==> src/rtl/xsu_pkg.sv <==
package xsu_pkg;

    localparam int XLEN    = 32;
    localparam int INSTR_W = 16;
    localparam int RIDX_W  = 4;

    typedef enum logic [3:0] {
        OP_NONE = 4'd0,
        OP_SXB  = 4'd1,
        OP_SXH  = 4'd2,
        OP_ZXB  = 4'd3,
        OP_ZXH  = 4'd4,
        OP_NEG  = 4'd5,
        OP_NEGB = 4'd6,
        OP_SUB  = 4'd7,
        OP_SUBB = 4'd8,
        OP_SUBU = 4'd9
    } xsu_op_e;

    typedef enum logic {
        ST_EMPTY = 1'b0,
        ST_HOLD  = 1'b1
    } xsu_state_e;

endpackage

==> src/rtl/xsu_decode.sv <==
module xsu_decode
    import xsu_pkg::*;
#(
    parameter int IW = INSTR_W,
    parameter int RW = RIDX_W
) (
    input  logic [IW-1:0] instr,
    output xsu_op_e       op,
    output logic [RW-1:0] dst_idx,
    output logic          legal
);
    localparam int HI_LSB = IW - 4;
    localparam int RN_LSB = 8;

    logic [3:0] hi_nib;
    logic [3:0] lo_nib;

    assign hi_nib  = instr[IW-1:HI_LSB];
    assign lo_nib  = instr[3:0];
    assign dst_idx = instr[RN_LSB+RW-1:RN_LSB];

    always_comb begin
        op = OP_NONE;
        unique case (hi_nib)
            4'b0110: begin
                unique case (lo_nib)
                    4'b1110: op = OP_SXB;
                    4'b1111: op = OP_SXH;
                    4'b1100: op = OP_ZXB;
                    4'b1101: op = OP_ZXH;
                    4'b1011: op = OP_NEG;
                    4'b1010: op = OP_NEGB;
                    default: op = OP_NONE;
                endcase
            end
            4'b0011: begin
                unique case (lo_nib)
                    4'b1000: op = OP_SUB;
                    4'b1010: op = OP_SUBB;
                    4'b1011: op = OP_SUBU;
                    default: op = OP_NONE;
                endcase
            end
            default: op = OP_NONE;
        endcase
    end

    assign legal = (op != OP_NONE);

endmodule

==> src/rtl/xsu_extend.sv <==
module xsu_extend
    import xsu_pkg::*;
#(
    parameter int W = XLEN
) (
    input  xsu_op_e      op,
    input  logic [W-1:0] src,
    output logic [W-1:0] ext
);
    localparam int BYTE_W = 8;
    localparam int HALF_W = 16;

    always_comb begin
        unique case (op)
            OP_SXB:  ext = {{(W-BYTE_W){src[BYTE_W-1]}}, src[BYTE_W-1:0]};
            OP_SXH:  ext = {{(W-HALF_W){src[HALF_W-1]}}, src[HALF_W-1:0]};
            OP_ZXB:  ext = {{(W-BYTE_W){1'b0}}, src[BYTE_W-1:0]};
            OP_ZXH:  ext = {{(W-HALF_W){1'b0}}, src[HALF_W-1:0]};
            default: ext = '0;
        endcase
    end

endmodule

==> src/rtl/xsu_subtract.sv <==
module xsu_subtract
    import xsu_pkg::*;
#(
    parameter int W = XLEN
) (
    input  logic [W-1:0] minuend,
    input  logic [W-1:0] subtrahend,
    input  logic         borrow_in,
    output logic [W-1:0] diff,
    output logic         borrow_out,
    output logic         underflow
);
    logic [W:0] wide;

    assign wide       = {1'b0, minuend} - {1'b0, subtrahend} - {{W{1'b0}}, borrow_in};
    assign diff       = wide[W-1:0];
    assign borrow_out = wide[W];
    assign underflow  = (minuend[W-1] != subtrahend[W-1]) && (wide[W-1] != minuend[W-1]);

endmodule

==> src/rtl/xsu_top.sv <==
module xsu_top
    import xsu_pkg::*;
(
    input  logic                clk,
    input  logic                rst_n,
    input  logic                op_valid,
    input  logic [INSTR_W-1:0]  instr,
    input  logic [XLEN-1:0]     rm_val,
    input  logic [XLEN-1:0]     rn_val,
    input  logic                t_in,
    output logic [XLEN-1:0]     res_val,
    output logic [RIDX_W-1:0]   res_dst,
    output logic                res_we,
    output logic                t_next,
    output logic                t_we,
    output logic                illegal
);
    xsu_op_e             op;
    logic [RIDX_W-1:0]   dst_idx;
    logic                legal;
    logic [XLEN-1:0]     ext_res;
    logic [XLEN-1:0]     sub_min;
    logic                sub_bin;
    logic [XLEN-1:0]     sub_res;
    logic                sub_borrow;
    logic                sub_uflow;
    logic [XLEN-1:0]     res_d;
    logic                flag_upd_d;
    logic                flag_val_d;

    xsu_state_e          state_q, state_d;
    logic [XLEN-1:0]     res_q;
    logic [RIDX_W-1:0]   dst_q;
    logic                legal_q;
    logic                flag_upd_q;
    logic                flag_val_q;

    xsu_decode #(.IW(INSTR_W), .RW(RIDX_W)) i_dec (
        .instr   (instr),
        .op      (op),
        .dst_idx (dst_idx),
        .legal   (legal)
    );

    xsu_extend #(.W(XLEN)) i_ext (
        .op  (op),
        .src (rm_val),
        .ext (ext_res)
    );

    always_comb begin
        sub_min = rn_val;
        sub_bin = 1'b0;
        unique case (op)
            OP_NEG:  sub_min = '0;
            OP_NEGB: begin sub_min = '0; sub_bin = t_in; end
            OP_SUBB: sub_bin = t_in;
            default: ;
        endcase
    end

    xsu_subtract #(.W(XLEN)) i_sub (
        .minuend    (sub_min),
        .subtrahend (rm_val),
        .borrow_in  (sub_bin),
        .diff       (sub_res),
        .borrow_out (sub_borrow),
        .underflow  (sub_uflow)
    );

    always_comb begin
        res_d      = '0;
        flag_upd_d = 1'b0;
        flag_val_d = t_in;
        unique case (op)
            OP_SXB, OP_SXH, OP_ZXB, OP_ZXH: res_d = ext_res;
            OP_NEG, OP_SUB:                 res_d = sub_res;
            OP_NEGB, OP_SUBB: begin
                res_d      = sub_res;
                flag_upd_d = 1'b1;
                flag_val_d = sub_borrow;
            end
            OP_SUBU: begin
                res_d      = sub_res;
                flag_upd_d = 1'b1;
                flag_val_d = sub_uflow;
            end
            default: ;
        endcase
    end

    // next-state logic
    always_comb begin
        state_d = state_q;
        unique case (state_q)
            ST_EMPTY: if (op_valid)  state_d = ST_HOLD;   // accept
            ST_HOLD:  if (!op_valid) state_d = ST_EMPTY;  // drain (else chain)
            default:  state_d = ST_EMPTY;
        endcase
    end

    // state register
    always_ff @(posedge clk) begin
        if (!rst_n) state_q <= ST_EMPTY;
        else        state_q <= state_d;
    end

    // result stage
    always_ff @(posedge clk) begin
        if (!rst_n) begin
            res_q      <= '0;
            dst_q      <= '0;
            legal_q    <= 1'b0;
            flag_upd_q <= 1'b0;
            flag_val_q <= 1'b0;
        end else if (op_valid) begin
            res_q      <= res_d;
            dst_q      <= dst_idx;
            legal_q    <= legal;
            flag_upd_q <= flag_upd_d;
            flag_val_q <= flag_val_d;
        end
    end

    // outputs
    always_comb begin
        res_val = res_q;
        res_dst = dst_q;
        t_next  = flag_val_q;
        res_we  = 1'b0;
        t_we    = 1'b0;
        illegal = 1'b0;
        unique case (state_q)
            ST_HOLD: begin
                res_we  = legal_q;
                t_we    = legal_q && flag_upd_q;
                illegal = !legal_q;
            end
            default: ;
        endcase
    end

endmodule

==> config.mk <==
export PLATFORM = sky130hd
export DESIGN_NAME = xsu_top
export DESIGN_NICKNAME = d
export VERILOG_FILES = /design/src/rtl/xsu_pkg.sv /design/src/rtl/xsu_decode.sv /design/src/rtl/xsu_extend.sv /design/src/rtl/xsu_subtract.sv /design/src/rtl/xsu_top.sv
export SDC_FILE = /design/constraint.sdc
export NUM_CORES = 1
export LEC_CHECK = 0
export ABC_AREA = 1
export BUFFER_PORTS_ARGS = -buffer_cell sky130_fd_sc_hd__buf_2
export CAP_MARGIN = 15
export CORE_AREA = 2 2 77 109
export DETAILED_ROUTE_END_ITERATION = 16
export DIE_AREA = 0 0 79 111
export PLACE_DENSITY_LB_ADDON = 0.12
export SLEW_MARGIN = 25
export SYNTH_ARGS = -nofsm -noshare
export SYNTH_HDL_FRONTEND = slang
export SYNTH_SLANG_ARGS = --single-unit
==> constraint.sdc <==
create_clock -name clk -period 6.69 [get_ports clk]
set_input_delay 0.669 -clock clk [delete_from_list [all_inputs] [get_ports clk]]
set_output_delay 0.669 -clock clk [all_outputs]
set_load 0.01 [all_outputs]
### Word-level counts from Yosys, hierarchy flattened

Cells that the tools add are included.

| cells by class | value |
|---|---|
| $add $sub $neg | 2 |
| eq/ne operators | 20 |
| reduce and logical (&&, ||, !) cells | 9 |
| multiplexer cells | 13 |

Operators with widths:

| operator | count |
|---|---|
| 32-bit one-hot mux with 4 select lines | 1 |
| 32-bit one-hot mux with 2 select lines | 1 |
| 4-bit equality test (second input constant) | 9 |
| 32-bit by 32-bit subtractor with 33-bit output | 1 |
| 33-bit by 1-bit subtractor with 33-bit output | 1 |
| 32-bit two-way mux | 1 |
| 4-bit by 3-bit equality test with 1-bit output (second input constant) | 5 |
| 3-bit one-hot mux with 6 select lines | 1 |
| 4-bit by 2-bit equality test with 1-bit output (second input constant) | 3 |
| 4-bit one-hot mux with 3 select lines | 1 |
| 4-bit one-hot mux with 2 select lines | 1 |
| 1-bit two-way mux | 6 |
| 5-bit OR reduction | 1 |
| 4-bit by 1-bit equality test with 1-bit output (second input constant) | 1 |
| 4-bit nonzero test | 1 |
| 2-bit OR reduction | 2 |
| 4-bit OR reduction | 1 |
| 3-bit OR reduction | 1 |
| 1-bit logical AND | 2 |
| 1-bit inequality test | 2 |
| 1-bit one-hot mux with 2 select lines | 1 |
| 1-bit zero test | 1 |

| word-level totals | value |
|---|---|
| logic and storage cells | 50 |
| output and inout bits | 40 |
| flip-flop bits (word level) | 40 |

### Logic depth before layout (Yosys ltp)

Gate-level depths: netlist (run 1).

| logic depth | value |
|---|---|
| depth after elaboration | 11 |
| mapped depth | 31 |

### Hierarchy

A second synthesis (run 1) with hierarchy kept.

| unflattened totals | value |
|---|---|
| cell total of the unflattened synthesis | 954 |
| area total of the unflattened synthesis | 5575.3 um^2 |

By module, submodules not included:

| module | cells each | area an instance (um^2) | times used |
|---|---|---|---|
| xsu_subtract | 485 | 2753.9 | 1 |
| xsu_top | 366 | 2228.4 | 1 |
| xsu_extend | 60 | 382.9 | 1 |
| xsu_decode | 43 | 210.2 | 1 |

### Worst setup path before layout (run 1)

Ideal clock, no wire load.

| path | value |
|---|---|
| path type | in2reg |
| start | in instr[15] |
| end | reg flag_val_q (netlist: t_next) |
| path slack | 2956 ps |
| setup time | 66 ps |
| cell stages on the path | 24 |
| required time | 6624 ps |
| data arrival time | 3667 ps |
| cells stage by stage | inv_2 > nand2_2 > nor2_2 > nand3_1 > nand2_4 > inv_2 > nand3_4 > nand2_2 > inv_1 > buf_2 > buf_1 > nand2_1 > ha_1 > inv_1 > ha_1 > a21oi_1 > o21ai_1 > inv_1 > nor2_1 > a2111oi_2 > nand3_1 > nand3_1 > nand3_1 > a21oi_2 |

| between the ends | value |
|---|---|
| cells in the longest elaborated chain, start to end | 10 |

RTL lines:

| what | RTL line | text |
|---|---|---|
| from (decl) | xsu_top.sv:7 | `input logic [INSTR_W-1:0] instr,` |
| 4-bit by 2-bit equality test with 1-bit output or 4-bit by 3-bit equality test with 1-bit output (tied branches) | xsu_decode.sv:24 | `unique case (hi_nib)` |
| 4-bit one-hot mux with 2 select lines (*) | xsu_decode.sv:24 |  |
| 4-bit by 3-bit equality test with 1-bit output, on equally long branches | xsu_top.sv:54, xsu_top.sv:75 |  |
| 2-bit OR reduction (no source line) | - |  |
| 32-bit two-way mux | xsu_top.sv:54 | `unique case (op)` |
| 32-bit by 32-bit subtractor with 33-bit output | xsu_subtract.sv:15 | `assign wide = {1'b0, minuend} - {1'b0, subtrahend} - {{W{1'b0}}, borrow_in};` |
| 33-bit by 1-bit subtractor with 33-bit output | xsu_subtract.sv:15 |  |
| 1-bit inequality test | xsu_subtract.sv:18 | `assign underflow = (minuend[W-1] != subtrahend[W-1]) && (wide[W-1] != minuend[W-1]);` |
| 1-bit logical AND | xsu_subtract.sv:18 |  |
| 1-bit one-hot mux with 2 select lines (*) | xsu_top.sv:75 | `unique case (op)` |
| to (signal assigned) | xsu_top.sv:121 | `flag_val_q <= flag_val_d;` |
| to (decl) | xsu_top.sv:36 | `logic flag_val_q;` |

Mark *: on every way between the ends. The rest lies on a longest branch, timed or not.
A chain may end at the register's enable or synchronous reset.

### Worst setup path in the final report (run 1)

| path | value |
|---|---|
| start | in instr[15] |
| end | reg res_q[20] (netlist: res_val[20]) |

| between the ends | value |
|---|---|
| cells in the longest elaborated chain, start to end | 8 |

RTL lines:

| what | RTL line | text |
|---|---|---|
| 4-bit by 2-bit equality test with 1-bit output or 4-bit by 3-bit equality test with 1-bit output (tied branches) | xsu_decode.sv:24 |  |
| 4-bit one-hot mux with 2 select lines (*) | xsu_decode.sv:24 |  |
| 4-bit by 3-bit equality test with 1-bit output | xsu_top.sv:54, xsu_top.sv:75 |  |
| 2-bit OR reduction (no source line) | - |  |
| 32-bit two-way mux | xsu_top.sv:54 |  |
| 32-bit by 32-bit subtractor with 33-bit output | xsu_subtract.sv:15 |  |
| 33-bit by 1-bit subtractor with 33-bit output | xsu_subtract.sv:15 |  |
| 32-bit one-hot mux with 2 select lines (*) | xsu_top.sv:75 |  |
| to (signal assigned) | xsu_top.sv:117 | `res_q <= res_d;` |
| to (decl) | xsu_top.sv:32 | `logic [XLEN-1:0] res_q;` |

Marked as above.

==> impl_metrics.tcl, run 1 <==
set metrics [dict create \
    maxSlewHeadroom_pct 32.6 \
    grt_util_met2_pct 54.5 \
    ant_nets 0 \
    slowest_stage "inv_1" \
    grt_pass1_wl_um 20800 \
    peakVddDrop_v 0.000131 \
    layout_min_cycle_time_ns 4.64 \
    finClkSkew_ns 0 \
    netSwitchingFraction_pct 38.5 \
    rsz0062_at_grt "false" \
    synth.avg_cell_area_um2 6.24 \
    routed_wl_um 12700 \
    switching_power_w 0.000354 \
    combPwrFrac_pct 40.8 \
    path_class "input port to flop" \
    grt_pass1_vias 4869 \
    place.gp.congestion 0.990 \
    p_per_area_nw_per_um2 174 \
    antenna_cells 0 \
    critPathArrivalTime_ns 4.78 \
    dp_cells 917 \
    drcViolationCount 0 \
    synthArstFlopShare_pct 0 \
    cts_root_buffer "clkbuf_16" \
    nets 968 \
    report.final.slew_viol_count 0 \
    cts.path.max_buffers 2 \
    synth_flop_cell "dfxtp_1" \
    clkLatencyLatePin_ns 0.29 \
    path_max_fanout 30 \
    cts_inserted_buffers 5 \
    synth_seq_cells 40 \
    cts.sinks 40 \
    initial_core_util_pct 56.2 \
    max_cap_viol_count 0 \
    leakage_nw 2.84 \
    yosysWarningCount 0 \
    vias_per_cell 5.56 \
    synth.distinct_cells 44 \
    cts-htree-levels 2 \
    drtPass1Iterations 5 \
    tritoncts "built" \
    grt_max_degree 51 \
    synth-seq-area-share_pct 18.0 \
    fin_cells 925 \
    std_cell_rows 39 \
    drtIter0Drc 265 \
    grt-busiest-layer "met2" \
    cts_resized 0 \
    setup_tns_ns 0 \
    max_freq_mhz 216 \
    worstPathRequired_ns 6.83 \
    hp-class "flop to flop" \
    finalHoldViolCount 0 \
    fp.dieH_um 111 \
    clkSlewWorstSetupHoldPaths_ns 0.06 \
    finalPower_w 0.000918 \
    seqPwrFrac_pct 27.7 \
    core_area_um2 7910 \
    met3_usage_pct 2.61 \
    crit_path_max_incr_delay_ns 0.74 \
    outcome "completed" \
    internal_power_w 0.000564 \
    crit_path_frequent_cell "nand2_1" \
    final_area_um2 5270 \
    track_usage_pct 28.9 \
    placed_cell_area_um2 5100 \
    antenna_found_initial 0 \
    netlist_area_um2 4440 \
    dr_total_vias 5141 \
    syn-num-nets 858 \
    dp_hpwl_um 10200 \
    cts_hold_buf 0 \
    period_share_pct 69.3 \
    drive_gt1_share_pct 20.4 \
    wl_per_cell_um 13.7 \
    setup_viol 0 \
    io_pins 124 \
    post-cts-setup-buffers 0 \
    area_delta_synth_final_pct 18.6 \
    fin_util_pct 66.7 \
    grt_overflow_total 0 \
    met1_usage_pct 29.9 \
    p_clk_share_pct 31.4 \
    die_width_um 79 \
    syn_inst 712 \
    io_buffers 119 \
    die_area_um2 8770 \
    crit_path_end_kind "flop" \
    startpoint_type "input port" \
    tightest_slew_ns 1.01 \
    synth_edf_count 0 \
]
metal layers:
layer	vias to the layer above	wire length, um
li1	2573	-
met1	2348	4880
met2	176	6650
met3	44	519
met4	0	646
met5	-	0
critical path: cells and delay by family:
kind	cells	cell delay [ns]
and+or+nand+nor	13	1.37
buffers and inverters	6	1.04
AOI/OAI and AO/OA	7	1.00
adders and majority gates	2	0.68
flip-flops by register name (all words and copies together) (netlist names):
register / flops
res_val: 32
legal_q: 1
flag_upd_q: 1
res_dst: 4
state_q: 1
t_next: 1
stage by stage:
stage	hold slack, ns	setup slack (ns)
floorplan	0.488	2.96
global placement	0.454	1.90
detailed placement	0.456	1.73
CTS	0.466	2.03
global route	0.490	1.54
finish	0.463	2.05
cell usage in the layout (no fill, tap or decap), types with 2 or more instances in the layout:
cell type  count
nand2_1      149
buf_2        119
inv_1        118
a21oi_1       84
ha_1          60
nor2_1        59
o21ai_0       59
dfxtp_1       40
nand3_1       25
o21ai_1       10
a31oi_1       10
nand2_2        9
nand4_1        8
nor3_1         7
inv_2          6
a21oi_2        5
clkbuf_16      5
o21a_1         4
a21o_1         4
nand2_4        4
or2_2          4
nor2_2         3
xor2_1         3
o21ai_2        2
nand4_2        2
nor4_1         2
nor2_4         2
fa_1           2
final cells by class:
cell class,instances,area (um2)
Timing Repair Buffer,120,603
Clock buffer,5,125
Tap cell,102,128
Multi-Input combinational cell,531,3100
Sequential cell,40,801
Clock inverter,3,46.3
Inverter,124,465
Fill cell,778,2640
power by group through the flow:
stage               Clock [W]  Sequential [W]  Combinational [W]
CTS                  0.000293        0.000254           0.000371
global route         0.000300        0.000256           0.000424
floorplan                   0        0.000264           0.000259
detailed placement          0        0.000260           0.000369
global placement            0        0.000259           0.000360
finish               0.000289        0.000254           0.000375
kinds of logic (layout without fill, tap and decap cells):
| family | count (synthesis) | count (layout) | synth area share [%] |
|---|---|---|---|
| xor gates and xnor gates | 3 | 3 | 0.592 |
| and+or+nand+nor | 277 | 277 | 27.7 |
| adders and majority gates | 62 | 62 | 17.8 |
| DFF | 40 | 40 | 18.0 |
| buffers and inverters | 141 | 252 | 12.2 |
| AOI/OAI and AO/OA | 189 | 189 | 23.7 |
path summary, 6_finish.rpt:
kind,from,to,slack [ns],cells after the start
setup / recovery,instr[15],res_val[20],2.05,28
hold reg to reg,res_val[4],res_val[4],0.46,2
hold / removal,res_val[4],res_val[4],0.46,2
setup reg to reg,flag_upd_q,flag_upd_q,5.94,2
synthesized netlist by cell type (5+ instances only):
library cell,n,share of area (%)
a21oi_1,84,9.5
a21oi_2,5,0.99
a31oi_1,10,1.4
buf_2,6,0.68
clkbuf_1,9,0.76
dfxtp_1,40,18
ha_1,60,17
inv_1,118,10
inv_2,6,0.51
nand2_1,149,13
nand2_2,9,1.3
nand3_1,25,2.8
nand4_1,8,1.1
nor2_1,59,5.0
nor3_1,7,0.79
o21ai_0,59,6.6
o21ai_1,10,1.1
(Power assumes the default switching activity.)
==> run 2, diff against run 1 <==
--- a/config.mk
+++ b/config.mk
@@ -8,9 +8,9 @@
 export ABC_AREA = 1
 export BUFFER_PORTS_ARGS = -buffer_cell sky130_fd_sc_hd__buf_2
 export CAP_MARGIN = 15
-export CORE_AREA = 2 2 77 109
+export CORE_AREA = 2 2 80 113
 export DETAILED_ROUTE_END_ITERATION = 16
-export DIE_AREA = 0 0 79 111
+export DIE_AREA = 0 0 82 115
 export PLACE_DENSITY_LB_ADDON = 0.12
 export SLEW_MARGIN = 25
 export SYNTH_ARGS = -nofsm -noshare
==> constraint.sdc (replaced) <==
create_clock -name clk -period 4.3 [get_ports clk]
set_input_delay 0.43 -clock clk [delete_from_list [all_inputs] [get_ports clk]]
set_output_delay 0.43 -clock clk [all_outputs]
set_load 0.01 [all_outputs]
==> impl_metrics.tcl, run 2 (synthesis results as in run 1) <==
set metrics [dict create \
    hp-class "input port to flop" \
    grt_max_degree 51 \
    outcome "completed" \
    track_usage_pct 27.5 \
    area_delta_synth_final_pct 19.4 \
    cts_inserted_buffers 5 \
    tightest_slew_ns 0.741 \
    std_cell_rows 40 \
    reg2regPathDepth 2 \
    dp_hpwl_um 10300 \
    die_area_um2 9430 \
    cts.sinks 40 \
    crit_start "instr[15]" \
    crit_path_max_incr_delay_ns 0.36 \
    cts_resized 0 \
    clkLatencyLatePin_ns 0.29 \
    cp-endpoint "t_next" \
    drtIter0Drc 206 \
    max_freq_mhz 264 \
    nets 972 \
    finClkSkew_ns 0 \
    grt_pass1_vias 4855 \
    r2r_end "res_val[11]" \
    slowest_stage "ha_1" \
    report.final.slew_viol_count 0 \
    hold_ws_ns 0.362 \
    layout_commonest_cell "nand2_1" \
    setup_tns_ns 0 \
    finalHoldViolCount 0 \
    grt_pass1_wl_um 20700 \
    leakage_nw 2.86 \
    path_max_fanout 11 \
    layout_min_cycle_time_ns 3.79 \
    initial_core_util_pct 52.8 \
    period_share_pct 88.1 \
    drtPass1Iterations 5 \
    die_width_um 82 \
    place.gp.congestion 1.01 \
    fp.dieH_um 115 \
    min_path_cells 3 \
    final_cell_mix "nand2_1, buf_2, inv_1" \
    crit_path_frequent_cell "nand2_2" \
    tritoncts "built" \
    io_pins 124 \
    routed_wl_um 12600 \
    r2r-start "res_val[11]" \
    rsz0062_at_grt "false" \
    vias_per_cell 5.41 \
    cts_root_buffer "clkbuf_16" \
    drive_gt1_share_pct 20.8 \
    clkSlewWorstSetupHoldPaths_ns 0.06 \
    cts_hold_buf 0 \
    max_cap_viol_count 0 \
    critPathArrivalTime_ns 4.01 \
    p_per_area_nw_per_um2 269 \
    ant_nets 0 \
    cts.path.max_buffers 2 \
    io_buffers 119 \
    crit_path_end_kind "flop" \
    antenna_found_initial 0 \
    grt_overflow_total 0 \
    core_area_um2 8410 \
    drcViolationCount 0 \
    r2r_setup_slack_ns 3.62 \
    path_class "input port to flop" \
    dr_total_vias 5038 \
    post-cts-setup-buffers 0 \
    wl_per_cell_um 13.5 \
    setup_viol 0 \
    cts-htree-levels 2 \
    worstPathRequired_ns 4.53 \
    antenna_cells 0 \
    startpoint_type "input port" \
    num-fill-cells 865 \
    peakVddDrop_v 0.000198 \
    largest_reg_flops 32 \
    maxSlewHeadroom_pct 50.5 \
]
## run 2: stage by stage
| step | setup slack [ns] | utilization, % | instance area (um2) | power, W | cells |
|---|---|---|---|---|---|
| 6_report | 0.512 | 63.1 | 5300 | 0.00142 | 932 |
| 5_1_grt | 0.0694 | 63.1 | 5300 | 0.00152 | 932 |
| 3_5_place_dp | 0.274 | 61.0 | 5130 | 0.000981 | 924 |
| 2_1_floorplan | 0.805 | - | 4440 | 0.000814 | 712 |
| 3_3_place_gp | 0.341 | 61.0 | 5130 | 0.000968 | 924 |
| 4_1_cts | 0.547 | 63.1 | 5300 | 0.00142 | 932 |
## run 2: worst min path at each step
stage	start	endpoint	slack [ns]
global placement	res_val[0]	res_val[0]	0.45
floorplan	res_val[0]	res_val[0]	0.49
detailed placement	res_val[1]	res_val[1]	0.46
finish	instr[9]	res_dst[1]	0.36
CTS	instr[10]	res_dst[2]	0.36
global route	instr[10]	res_dst[2]	0.38
## run 2: layout make-up
type	count	area, um2	share of cell area [%]
inverters	124	465	8.78
clock buffers	5	125	2.36
repair buffers	124	633	11.9
multi-input cells	531	3100	58.5
clock inverters	3	46.3	0.873
well taps	105	131	2.48
flip-flops and latches	40	801	15.1
## run 2: report_power, final
group	switching, W	internal [W]	total (W)
registers	0.00000803	0.000388	0.000396
logic	0.000369	0.000217	0.000586
clock network	0.000167	0.000276	0.000443
total	0.000544	0.000881	0.00142
## run 2: routing by layer
layer	share of wire, %	wire [um]	GRT usage, %
met1	38	4830	28.5
met2	52	6530	52.3
met3	4.6	578	2.67
met4	5.0	627	14.8
met5	0	0	0
## run 2: worst max-delay path, delay by kind of cell
kind	cells	cell delay (ns)
fa+ha+maj	2	0.63
compound gates	1	0.11
buf+inv	6	0.66
simple gates	20	2.15
==> run 3, diff against run 2 <==
==> constraint.sdc (replaced) <==
create_clock -name clk -period 4.3 [get_ports clk]
set_input_delay 1.29 -clock clk [delete_from_list [all_inputs] [get_ports clk]]
set_output_delay 1.29 -clock clk [all_outputs]
set_load 0.01 [all_outputs]
==> impl_metrics.tcl, run 3 (synthesis results as in run 1) <==
set metrics [dict create \
    placed_cell_area_um2 5890 \
    cts.path.max_buffers 2 \
    initial_core_util_pct 52.8 \
    vias_per_cell 5.63 \
    clkLatencyLatePin_ns 0.29 \
    antenna_found_initial 0 \
    switching_power_w 0.000710 \
    p_per_area_nw_per_um2 262 \
    ant_nets 0 \
    track_usage_pct 30.5 \
    finalPower_w 0.00181 \
    final_cell_mix "buf_2, buf_4, nand2_1" \
    crit_path_end_kind "flop" \
    grt_max_degree 50 \
    io_buffers 119 \
    wl_per_cell_um 16.4 \
    violations "negative setup slack" \
    path_max_fanout 6 \
    hp-class "flop to flop" \
    fp.dieH_um 115 \
    leakage_nw 3.52 \
    worstPathRequired_ns 4.53 \
    die_width_um 82 \
    startpoint_type "input port" \
    cts.sinks 40 \
    largest_reg_flops 32 \
    cts_root_buffer "clkbuf_16" \
    critPathArrivalTime_ns 4.55 \
    std_cell_rows 40 \
    core_area_um2 8410 \
    drive_gt1_share_pct 43.7 \
    final_area_um2 6920 \
    cts_inserted_buffers 5 \
    tritoncts "built" \
    p_clk_share_pct 24.9 \
    layout_min_cycle_time_ns 4.32 \
    max_freq_mhz 232 \
    clkSlewWorstSetupHoldPaths_ns 0.07 \
    drtIter0Drc 377 \
    nets 1084 \
    reg2regPathDepth 2 \
    layout_commonest_cell "buf_2" \
    netSwitchingFraction_pct 39.1 \
    internal_power_w 0.00110 \
    cts-htree-levels 2 \
    combPwrFrac_pct 53.3 \
    setup_ws_ns -0.0179 \
    hold_ws_ns 0.467 \
    dr_total_vias 5878 \
    rsz0062_at_grt "true" \
    place.gp.congestion 0.966 \
    seqPwrFrac_pct 21.8 \
    outcome "finished with violations" \
    max_cap_viol_count 0 \
    report.final.slew_viol_count 0 \
    period_share_pct 100 \
    area_delta_synth_final_pct 55.9 \
    io_pins 124 \
    antenna_cells 0 \
    die_area_um2 9430 \
    path_class "input port to flop" \
    setup_viol 2 \
    drtPass1Iterations 5 \
    finalHoldViolCount 0 \
    finClkSkew_ns 0 \
    grt_pass1_wl_um 22600 \
    grt_pass1_vias 5364 \
    maxSlewHeadroom_pct 45.6 \
    drcViolationCount 0 \
    dp_hpwl_um 11400 \
    grt_overflow_total 0 \
    min_path_cells 2 \
    routed_wl_um 17100 \
    tightest_slew_ns 0.815 \
    peakVddDrop_v 0.000238 \
]
## run 3: repair_timing
action	4_1_cts	5_1_grt
pin swaps	1	74
cloned	0	1
resized for setup	17	164
setup buffers	0	11
hold buffers	0	0
hold endpoints to repair	0	0
setup endpoints to repair	18	22
## run 3: area by class of cell
type                       count  area [um2]
multi-input combinational    531        3800
tap                          105         131
sequential                    40         801
clock buffer                   5         125
timing repair buffer         236        1550
inverter                     124         475
fill                         582        1480
clock inverter                 3        47.5
## run 3: worst paths after layout
path	from	endpoint	slack [ns]
setup / recovery	instr[2]	t_next	-0.02
hold reg to reg	res_val[7]	res_val[7]	0.47
setup reg to reg	res_val[13]	res_val[13]	3.55
hold / removal	res_val[7]	res_val[7]	0.47
## run 3: per-stage QoR
stage / std cells / setup TNS (ns) / setup WS (ns) / util, %
after floorplan: 712 / 0 / 0.000550 / -
after global placement: 1024 / -4.47 / -0.371 / 70.1
after detailed placement: 1024 / -8.13 / -0.526 / 70.1
after CTS: 1032 / -0.0127 / -0.0127 / 72.9
after global routing: 1044 / -1.89 / -0.193 / 82.4
final: 1044 / -0.0289 / -0.0179 / 82.4
## run 3: power by group through the flow
stage                     clock network (W)  logic (W)  registers (W)
after floorplan                           0   0.000403       0.000411
after global placement                    0   0.000725       0.000403
after detailed placement                  0   0.000741       0.000405
after CTS                          0.000448   0.000758       0.000396
after global routing               0.000460    0.00105       0.000398
final                              0.000451   0.000967       0.000396
## run 3: metal layers
| metal | track usage, % | wire length (um) | vias up |
|---|---|---|---|
| met3 | 3.61 | 1120 | 102 |
| met5 | 0 | 0 | - |
| met2 | 59.2 | 8850 | 299 |
| li1 | - | - | 2796 |
| met1 | 29.6 | 5970 | 2681 |
| met4 | 17.9 | 1150 | 0 |
## run 3: worst max-delay path, stage by stage
cell      delay [ns]
buf_2           0.12
nor2_4          0.15
buf_4           0.15
nand3b_4        0.12
nand2_4         0.12
nand3_4         0.11
nand2_4         0.10
inv_6           0.05
buf_12          0.13
buf_8           0.13
nand2_2         0.07
ha_4            0.12
inv_1           0.11
ha_4            0.33
nand2_4         0.06
nor2_4          0.11
nand2_2         0.09
nor4_4          0.28
nand2_2         0.10
nand2_4         0.11
nand2_4         0.06
nand2_4         0.11
nand2_4         0.08
nand2_4         0.10
nand2_4         0.05
nand3_2         0.06
nand3_2         0.08
a21oi_2         0.13
